`src/rtl/stk_pkg.sv`:
```
`timescale 1ns/1ps
package stk_pkg;
  // machine cycles per operation and how many of them fetch opcode bytes
  localparam int MC_N    = 4;
  localparam int FETCH_N = 2;
  localparam int MCW     = $clog2(MC_N);

  typedef enum logic [1:0] {
    PH_T1 = 2'd0,
    PH_T2 = 2'd1,
    PH_T3 = 2'd2
  } tphase_e;
endpackage

```
`src/rtl/stk_tseq.sv`:
```
`timescale 1ns/1ps
// T-state / machine-cycle counter with start acceptance and done pulse
module stk_tseq
  import stk_pkg::*;
(
  input  logic           clk,
  input  logic           rst_n,
  input  logic           start,
  output logic           busy,
  output logic [MCW-1:0] mc,
  output tphase_e        ts,
  output logic           accept,
  output logic           t3_end,
  output logic           done
);
  logic           busy_q, busy_d;
  logic [MCW-1:0] mc_q, mc_d;
  tphase_e        ts_q, ts_d;
  logic           done_q, done_d;
  logic           last_mc;

  always_comb begin
    busy_d  = busy_q;
    mc_d    = mc_q;
    ts_d    = ts_q;
    accept  = start & ~busy_q;
    t3_end  = busy_q & (ts_q == PH_T3);
    last_mc = (mc_q == MCW'(MC_N - 1));
    done_d  = t3_end & last_mc;
    if (accept) begin
      busy_d = 1'b1;
      mc_d   = '0;
      ts_d   = PH_T1;
    end else if (busy_q) begin
      case (ts_q)
        PH_T1:   ts_d = PH_T2;
        PH_T2:   ts_d = PH_T3;
        default: begin
          ts_d = PH_T1;
          if (last_mc) busy_d = 1'b0;
          else         mc_d   = mc_q + MCW'(1);
        end
      endcase
    end
  end

  always_ff @(posedge clk or negedge rst_n) begin
    if (!rst_n) begin
      busy_q <= 1'b0;
      mc_q   <= '0;
      ts_q   <= PH_T1;
      done_q <= 1'b0;
    end else begin
      busy_q <= busy_d;
      mc_q   <= mc_d;
      ts_q   <= ts_d;
      done_q <= done_d;
    end
  end

  assign busy = busy_q;
  assign mc   = mc_q;
  assign ts   = ts_q;
  assign done = done_q;
endmodule

```
`src/rtl/stk_sp_unit.sv`:
```
`timescale 1ns/1ps
// Stack pointer register and the data-cycle address it implies
module stk_sp_unit #(
  parameter int            AW     = 16,
  parameter logic [AW-1:0] SP_RST = {{(AW-1){1'b0}}, 1'b1}
) (
  input  logic          clk,
  input  logic          rst_n,
  input  logic          step_en,
  input  logic          dir_dn,
  output logic [AW-1:0] sp,
  output logic [AW-1:0] data_addr
);
  logic [AW-1:0] sp_q, sp_d, sp_dec;

  always_comb begin
    sp_dec    = sp_q - AW'(1);
    data_addr = dir_dn ? sp_dec : sp_q;
    sp_d      = sp_q;
    if (step_en) sp_d = dir_dn ? sp_dec : sp_q + AW'(1);
  end

  always_ff @(posedge clk or negedge rst_n) begin
    if (!rst_n) sp_q <= SP_RST;
    else        sp_q <= sp_d;
  end

  assign sp = sp_q;
endmodule

```
`src/rtl/stk_dpath.sv`:
```
`timescale 1ns/1ps
// Push operand hold register, byte select and pop capture
module stk_dpath #(
  parameter int DW = 8,
  localparam int RW = 2 * DW
) (
  input  logic          clk,
  input  logic          rst_n,
  input  logic          load,
  input  logic [RW-1:0] val_in,
  input  logic          cap_en,
  input  logic          sel_hi,
  input  logic [DW-1:0] rdata,
  output logic [DW-1:0] wbyte,
  output logic [RW-1:0] pop_val
);
  logic [RW-1:0] push_q, push_d;
  logic [RW-1:0] pop_q, pop_d;

  always_comb begin
    push_d = load ? val_in : push_q;
    pop_d  = pop_q;
    if (cap_en) begin
      if (sel_hi) pop_d[RW-1:DW] = rdata;
      else        pop_d[DW-1:0]  = rdata;
    end
    wbyte = sel_hi ? push_q[RW-1:DW] : push_q[DW-1:0];
  end

  always_ff @(posedge clk or negedge rst_n) begin
    if (!rst_n) begin
      push_q <= '0;
      pop_q  <= '0;
    end else begin
      push_q <= push_d;
      pop_q  <= pop_d;
    end
  end

  assign pop_val = pop_q;
endmodule

```
`src/rtl/stk_xfer_seq.sv`:
```
`timescale 1ns/1ps
// Top: sequences fetch and stack data machine cycles for a register push/pop
module stk_xfer_seq
  import stk_pkg::*;
#(
  parameter int            AW     = 16,
  parameter int            DW     = 8,
  parameter logic [AW-1:0] SP_RST = {{(AW-1){1'b0}}, 1'b1}
) (
  input  logic            clk,
  input  logic            rst_n,
  input  logic            start,
  input  logic            op_push,
  input  logic [AW-1:0]   pc_in,
  input  logic [2*DW-1:0] push_val,
  input  logic [DW-1:0]   rdata,
  output logic [AW-1:0]   addr,
  output logic [DW-1:0]   wdata,
  output logic            mreq,
  output logic            rd,
  output logic            wr,
  output logic [2*DW-1:0] pop_val,
  output logic [AW-1:0]   sp,
  output logic            done
);
  // reset: asserted asynchronously, released after two clock edges
  logic [1:0] rsync_q;
  logic       core_rst_n;

  always_ff @(posedge clk or negedge rst_n) begin
    if (!rst_n) rsync_q <= 2'b00;
    else        rsync_q <= {rsync_q[0], 1'b1};
  end
  assign core_rst_n = rsync_q[1];

  logic           busy_w, accept_w, t3_end_w, done_w;
  logic [MCW-1:0] mc_w;
  tphase_e        ts_w;

  stk_tseq u_tseq (
    .clk    (clk),
    .rst_n  (core_rst_n),
    .start  (start),
    .busy   (busy_w),
    .mc     (mc_w),
    .ts     (ts_w),
    .accept (accept_w),
    .t3_end (t3_end_w),
    .done   (done_w)
  );

  // operation context latched at acceptance
  logic          op_q, op_d;
  logic [AW-1:0] pc_q, pc_d;

  always_comb begin
    op_d = accept_w ? op_push : op_q;
    pc_d = accept_w ? pc_in   : pc_q;
  end

  always_ff @(posedge clk or negedge core_rst_n) begin
    if (!core_rst_n) begin
      op_q <= 1'b0;
      pc_q <= '0;
    end else begin
      op_q <= op_d;
      pc_q <= pc_d;
    end
  end

  logic          is_fetch, data_cyc, step_en, sel_hi, cap_en;
  logic [AW-1:0] data_addr;
  logic [DW-1:0] wbyte;

  always_comb begin
    is_fetch = (mc_w < MCW'(FETCH_N));
    data_cyc = busy_w & ~is_fetch;
    step_en  = t3_end_w & ~is_fetch;
    // push sends the high byte first; pop fills the low byte first
    sel_hi   = op_q ? (mc_w == MCW'(FETCH_N)) : (mc_w == MCW'(FETCH_N + 1));
    cap_en   = step_en & ~op_q;
  end

  stk_sp_unit #(.AW(AW), .SP_RST(SP_RST)) u_sp (
    .clk       (clk),
    .rst_n     (core_rst_n),
    .step_en   (step_en),
    .dir_dn    (op_q),
    .sp        (sp),
    .data_addr (data_addr)
  );

  stk_dpath #(.DW(DW)) u_dp (
    .clk     (clk),
    .rst_n   (core_rst_n),
    .load    (accept_w),
    .val_in  (push_val),
    .cap_en  (cap_en),
    .sel_hi  (sel_hi),
    .rdata   (rdata),
    .wbyte   (wbyte),
    .pop_val (pop_val)
  );

  always_comb begin
    if (!busy_w)      addr = '0;
    else if (is_fetch) addr = pc_q + AW'(mc_w);
    else              addr = data_addr;
    mreq  = busy_w & (ts_w != PH_T1);
    rd    = mreq & (is_fetch | ~op_q);
    wr    = mreq & ~is_fetch & op_q;
    wdata = (data_cyc & op_q) ? wbyte : '0;
  end

  assign done = done_w;
endmodule

```
`config.mk`:
```
export PLATFORM = sky130hd
export DESIGN_NAME = stk_xfer_seq
export DESIGN_NICKNAME = d
export VERILOG_FILES = /design/src/rtl/stk_pkg.sv /design/src/rtl/stk_tseq.sv /design/src/rtl/stk_sp_unit.sv /design/src/rtl/stk_dpath.sv /design/src/rtl/stk_xfer_seq.sv
export SDC_FILE = /design/constraint.sdc
export NUM_CORES = 1
export LEC_CHECK = 0
export CAP_MARGIN = 20
export CORE_UTILIZATION = 50
export CTS_CLUSTER_DIAMETER = 120
export CTS_CLUSTER_SIZE = 8
export DETAILED_ROUTE_END_ITERATION = 10
export DONT_BUFFER_PORTS = 1
export PLACE_DENSITY_LB_ADDON = 0.2
export SETUP_SLACK_MARGIN = 0.15
export SYNTH_ARGS = -nofsm -noshare
export SYNTH_HDL_FRONTEND = slang
export SYNTH_HIERARCHICAL = 1
export SYNTH_SLANG_ARGS = --single-unit
```
`constraint.sdc`:
```
create_clock -name clk -period 2.7 [get_ports clk]
set_input_delay 0.54 -clock clk [delete_from_list [all_inputs] [get_ports clk]]
set_output_delay 0.54 -clock clk [all_outputs]
set_load 0.05 [all_outputs]
```
==> impl_metrics.toml, run 1 <==
[grt]
grt-ovfl-total = 0
antenna_found_initial = 0
grt_pass1_vias = 3116
grt_max_degree = 45
grt_pass1_wl_um = 15600
grt.total_usage_pct = 23.31

[yosys]
synthCells = 383
synth_common_cells = "dfrtp_1 (72), mux2_2 (47), xnor2_1 (30)"
yosys-top-cells-area = "dfrtp_1 (43%), mux2_2 (13%), xnor2_1 (6.2%)"
synth_warnings = 6
synth_seq_cells = 73
synth-edff-count = 0
synthArstFlopShare_pct = 100.0
seq_area_frac_synth_pct = 43.20
synth_cell_type_count = 62
synth_ff_type = "dfrtp_1"
yosysTopAreaCell = "dfrtp_1"
avgSynthCellArea_um2 = 11.05
netlist_area_um2 = 4232
synth_most_common_cell = "dfrtp_1"
post-synth-top-area-fraction_pct = 42.58
syn_nets = 435

[floorplan]
num_rows = 33
initial_core_util_pct = 51.50
die_w_um = 94.00
core-area_um2 = 8217
die_h_um = 94.00
die_area_um2 = 8835
io_pins = 104

[placed_design]
placedCellCount = 518
port_buffers = 0
dpl.hpwl_um = 7002
finalWeightedCongestion = 0.8471

[routing]
wl_met3_um = 571
wl_per_cell_um = 17.74
m1WireLength_um = 4141
firstDrtPassIters = 4
routed_wl_um = 9919
drt_first_iter_violations = 147
wl_met2_um = 5034
ant_nets = 0
vias_per_cell = 5.589
drc = 0
vias = 3124
top_layer = "met4"

[timing]
finalCriticalPeriod_ns = 2.857
hold_viol = 0
maxSlewHeadroom_pct = 54.66
whs_ns = 0.3163
grt_setup_unrepaired = "true"
fmax_mhz = 350.0
worstMarginPinSlew_ns = 0.6800
final_max_slew_viol_count = 0
setup_viol = 9
fin_crit_sh_pct = 105.8
fin_worst_skew_ns = 0.007767
fin_ws_ns = -0.1568

[clocking]
clock_path_buffers = 2
cts-root-buf = "clkbuf_8"
path_clk_slew_ns = 0.08
numCtsBuffers = 9
insertion_delay_ns = 0.34
cts_tree = "built"
cts_max_level = 3
clock-sinks = 73

[run_status]
violations = "negative setup slack"
status = "complete, but fails checks"

[layout]
seqCellArea_um2 = 1846
post_route_cells_drive_above_1_share_pct = 50.44
syn2layout_area_growth_pct = 33.71
multi_input_area_um2 = 2580
nets = 501
antenna_cells = 0
nFillCells = 613
final_cells = 559

[critical_path]
end_kind = "primary output"
cp_data_required_time_ns = 2.16
r2r-start = "u_tseq/ts[1]"
crit_type = "reg2out"
start_kind = "register"
crit_fanout = 2
startpoint = "u_sp/sp[8]"
critPathArrivalTime_ns = 2.32

[hold_path]
hold_class = "reg2async"

[run]
cap_violations = 0
==> cell usage in the layout, fill, tap and decap left out, types with 9 or more instances in the layout <==
master / n
a21oi_4: 9
and2_4: 9
buf_12: 22
buf_4: 45
buf_6: 9
clkbuf_8: 9
dfrtp_1: 61
dfrtp_2: 11
mux2_2: 39
mux2_4: 16
nand2_1: 18
nor2_1: 13
o21ai_0: 22
xnor2_1: 26
xor2_1: 11
==> cells by family (layout without fill, tap and decap cells) <==
family                     after synthesis  in the layout  share of synthesized area [%]
buffers and inverters                   32            103                          4.435
and+or+nand+nor                        115            115                          17.59
DFF                                     73             73                          43.20
adders and majority gates                8              8                          2.543
AOI/OAI and AO/OA                       56             56                          7.865
xor gates and xnor gates                42             42                          8.693
other                                    1              1                        0.08862
muxes                                   56             56                          15.58
==> flip-flops by register name, summed over array words and instances (netlist names) <==
signal	cells
u_sp/sp	16
u_tseq/mc	2
u_tseq/done	1
pc_q	16
u_dp/push_q	16
u_dp/pop_val	16
rsync_q	2
u_tseq/ts	2
u_tseq/busy	1
op_q	1
==> worst paths after layout <==
kind	endpoint	slack, ns	depth (start not counted)
min	u_tseq/done	0.32	0
min reg2reg	u_tseq/done	0.32	0
max in group asynchronous	u_tseq/mc[0]	1.69	1
max	addr[15]	-0.16	7
max reg2reg	u_dp/pop_val[0]	0.70	6
min in group clk	pc_q[11]	0.32	2
==> what timing repair did <==
item,4_1_cts,5_1_grt
hold endpoints to repair,2,0
gates resized for setup,46,17
hold buffers,1,0
gates cloned,1,0
pin swaps,9,9
buffers inserted,17,6
endpoints found under the setup margin,23,23
==> worst max-delay path, cell delays in order, from the launching register on <==
cell	delay [ns]
dfrtp_2	0.40
or3_4	0.41
nor4_4	0.18
nor3b_4	0.26
xor2_1	0.20
o221ai_2	0.14
nor3b_4	0.23
buf_12	0.16
==> stage by stage <==
step	setup TNS (ns)	util, %	worst slack, ns	instance area [um2]
3_5_place_dp	0	61.61	0.06729	5062
3_3_place_gp	0	61.61	0.1181	5062
2_1_floorplan	-0.1960	-	-0.1336	4422
5_1_grt	-1.979	68.86	-0.2535	5658
6_report	-0.8137	68.86	-0.1568	5658
4_1_cts	-0.9595	67.69	-0.2039	5562
==> area by class of cell <==
class	instances	area share, %
Tap cell	105	2.322
Clock inverter	6	0.7740
Clock buffer	10	2.256
Inverter	10	0.7077
Sequential cell	73	32.62
Timing Repair Buffer	77	15.72
Multi-Input combinational cell	278	45.60
==> routing by layer <==
metal | up-vias | GRT usage, %
li1 | 1475 | -
met2 | 87 | 37.65
met4 | 0 | 9.615
met1 | 1549 | 29.75
met3 | 13 | 5.825
met5 | - | 0
Power of run 1 is left out: the tool's default activity adds up to more than one toggle a clock period on the data nets, which glitch-free logic cannot reach.
==> inputs of run 2 (changes only) <==
--- a/config.mk
+++ b/config.mk
@@ -6,6 +6,7 @@
 export NUM_CORES = 1
 export LEC_CHECK = 0
 export CAP_MARGIN = 20
+export CORE_MARGIN = 5
 export CORE_UTILIZATION = 50
 export CTS_CLUSTER_DIAMETER = 120
 export CTS_CLUSTER_SIZE = 8
@@ -15,5 +16,4 @@
 export SETUP_SLACK_MARGIN = 0.15
 export SYNTH_ARGS = -nofsm -noshare
 export SYNTH_HDL_FRONTEND = slang
-export SYNTH_HIERARCHICAL = 1
 export SYNTH_SLANG_ARGS = --single-unit
==> run 2 against run 1 <==
Effect of this change:
- the run still ends with negative setup slack left
- final cell count down 3.9%
- area after synthesis down 6.4%
- die area is 11% higher
- non-clock buffer count down 4
- clock skew rose by 0.0021 ns
- critical path depth up 2
- setup slack lost 0.042 ns
- synthesized cell count shrank 4.4%
- sequential share of layout area rose by 1.8 points
- critical endpoint is now addr[12]
- final area decreased by 5.6%
- fmax fell by 1.4%
- register-to-register slack worse by 0.26 ns
==> impl_metrics.toml, run 2 <==
[timing]
grt_setup_unrepaired = "true"
final_max_slew_viol_count = 0
finalCriticalPeriod_ns = 2.899
setup_tns_ns = -1.468
hold_viol = 0
fin_worst_skew_ns = 0.009855
fin_crit_sh_pct = 107.4
fmax_mhz = 345.0
setup_viol = 12
worstMarginPinSlew_ns = 0.8176
fin_ws_ns = -0.1986
maxSlewHeadroom_pct = 45.43
whs_ns = 0.3126

[yosys]
synth_common_cells = "dfrtp_1 (72), mux2_2 (47), nor2_1 (34)"
synth_most_common_cell = "dfrtp_1"
netlist_area_um2 = 3963
synth-edff-count = 0
post-synth-top-area-fraction_pct = 45.47
synth_cell_type_count = 51
synthCells = 366
synth_seq_cells = 73
synth-xor-area-share_pct = 9.283
yosysTopAreaCell = "dfrtp_1"
synthSimpleGateAreaFrac_pct = 15.88
yosys-top-cells-area = "dfrtp_1 (45%), mux2_2 (13%), xnor2_1 (5.1%)"
synth_top_family_by_area = "multiplexers"
syn_nets = 419
avgSynthCellArea_um2 = 10.83
synthArstFlopShare_pct = 100.0
seq_area_frac_synth_pct = 46.13
synth_warnings = 0
synth_ff_type = "dfrtp_1"
muxShareOfSynthArea_pct = 15.88
synth_adder_area_share_pct = 3.031
synth_compound_area_share_pct = 6.505

[run_status]
violations = "negative setup slack"
status = "complete, but fails checks"

[placed_design]
port_buffers = 0
finalWeightedCongestion = 0.9329
place_ws_ns = -0.008495
dpl.hpwl_um = 7296
placedCellCount = 506

[layout]
final_cells = 537
nFillCells = 572
final_common_cell = "dfrtp_1"
antenna_cells = 0
final_cell_mix = "dfrtp_1 (62), buf_4 (53), mux2_2 (47)"
syn2layout_area_growth_pct = 34.86
nets = 483
post_route_cells_drive_above_1_share_pct = 47.36

[routing]
ant_nets = 0
vias_per_cell = 5.531
firstDrtPassIters = 4
wl_per_cell_um = 18.69
vias = 2970
drt_first_iter_violations = 84
routed_wl_um = 10040
drc = 0

[critical_path]
cp_data_required_time_ns = 2.16
crit_fanout = 5
crit_chain = "ha_4 > fa_2 > and3_4 > nand4_1 > buf_6 > o31a_1 > nor3_4 > a211oi_4 > buf_12"
end_kind = "primary output"
critPathArrivalTime_ns = 2.36
cpPeakStageDelay_ns = 0.42
critical-path-slowest-cell = "dfrtp_1"
crit_type = "reg2out"
start_kind = "register"

[clocking]
cts-root-buf = "clkbuf_8"
cts_tree = "built"
clock_path_buffers = 2
clock-sinks = 73
cts_max_level = 3
path_clk_slew_ns = 0.07
insertion_delay_ns = 0.35
numCtsBuffers = 9

[floorplan]
io_pins = 104
die_area_um2 = 9806
die_w_um = 99.03
die_h_um = 99.03
num_rows = 32
initial_core_util_pct = 51.28
core-area_um2 = 7727

[grt]
grt_pass1_wl_um = 16170
grt-ovfl-total = 0
grt.total_usage_pct = 20.84
grt_pass1_vias = 3119
grt_max_degree = 37
antenna_found_initial = 0

[run]
cap_violations = 0

[hold_path]
hold_class = "in2reg"
==> run 2: cell types whose count changed after synthesis, moves of 6 or more <==
cell / previous run / this run
and2_1: 12 / 1
o22ai_1: 0 / 7
mux2i_1: 1 / 10
nor2_1: 17 / 34
o21ai_0: 27 / 13
mux2_4: 8 / 0
xor2_1: 12 / 19
xnor2_1: 30 / 23
buf_2: 2 / 8
==> run 2: what timing repair did <==
item                                   4_1_cts  5_1_grt
resized for setup                           23       21
hold buffers                                 1        0
setup endpoints to repair                   22       24
endpoints found under the hold margin        2        0
pin swaps                                   14       10
setup buffers                                6        8
==> run 2: layer usage <==
metal,track usage (%),up-vias,part of all wire [%]
li1,-,1397,-
met1,25.54,1463,41
met2,34.09,90,51
met3,7.714,20,6.6
met4,6.723,0,1.7
met5,0,-,0
==> run 2: through the flow <==
step / utilization, % / cell area, um2
final: 69.15 / 5344
after global routing: 69.15 / 5344
after CTS: 66.73 / 5156
after detailed placement: 62.10 / 4798
after global placement: 62.10 / 4798
after floorplan: - / 4173
==> run 2: layout make-up <==
cell class                 instances  area, um2  area share [%]
inverter                           8      32.53          0.6088
multi-input combinational        265       2419           45.26
timing repair buffer              73      735.7           13.77
sequential                        73       1841           34.44
clock inverter                     5      57.56           1.077
tap                              102      127.6           2.388
clock buffer                      11      131.4           2.458
==> run 2: worst paths after layout <==
path                         startpoint         endpoint  slack (ns)  cells past startpoint
hold reg to reg              rsync_q[0]       rsync_q[1]        0.36                      0
setup / recovery           u_tseq.mc[0]         addr[12]       -0.20                      9
hold / removal                 pc_in[7]          pc_q[7]        0.31                      2
min in group asynchronous    rsync_q[1]   u_dp.push_q[0]        0.37                      0
max in group asynchronous    rsync_q[1]       u_sp.sp[3]        1.64                      1
setup reg to reg           u_tseq.mc[1]  u_dp.pop_val[8]        0.44                      6
==> run 2: cells by family (layout without fill, tap and decap cells) <==
logic type                 count (synthesis)  count (layout)
buffers and inverters                     28              97
DFF                                       73              73
adders and majority gates                  9               9
and+or+nand+nor                          114             114
AOI/OAI and AO/OA                         42              42
xor gates and xnor gates                  42              42
other                                      1               1
muxes                                     57              57
==> run 2: critical path: cells and delay by family, from the launching register on <==
family	cells	cell delay [ns]
adders and majority gates	2	0.54
DFF	1	0.42
AOI/OAI and AO/OA	2	0.41
buffers and inverters	2	0.32
and+or+nand+nor	3	0.31
Power of run 2 is left out for the same reason.
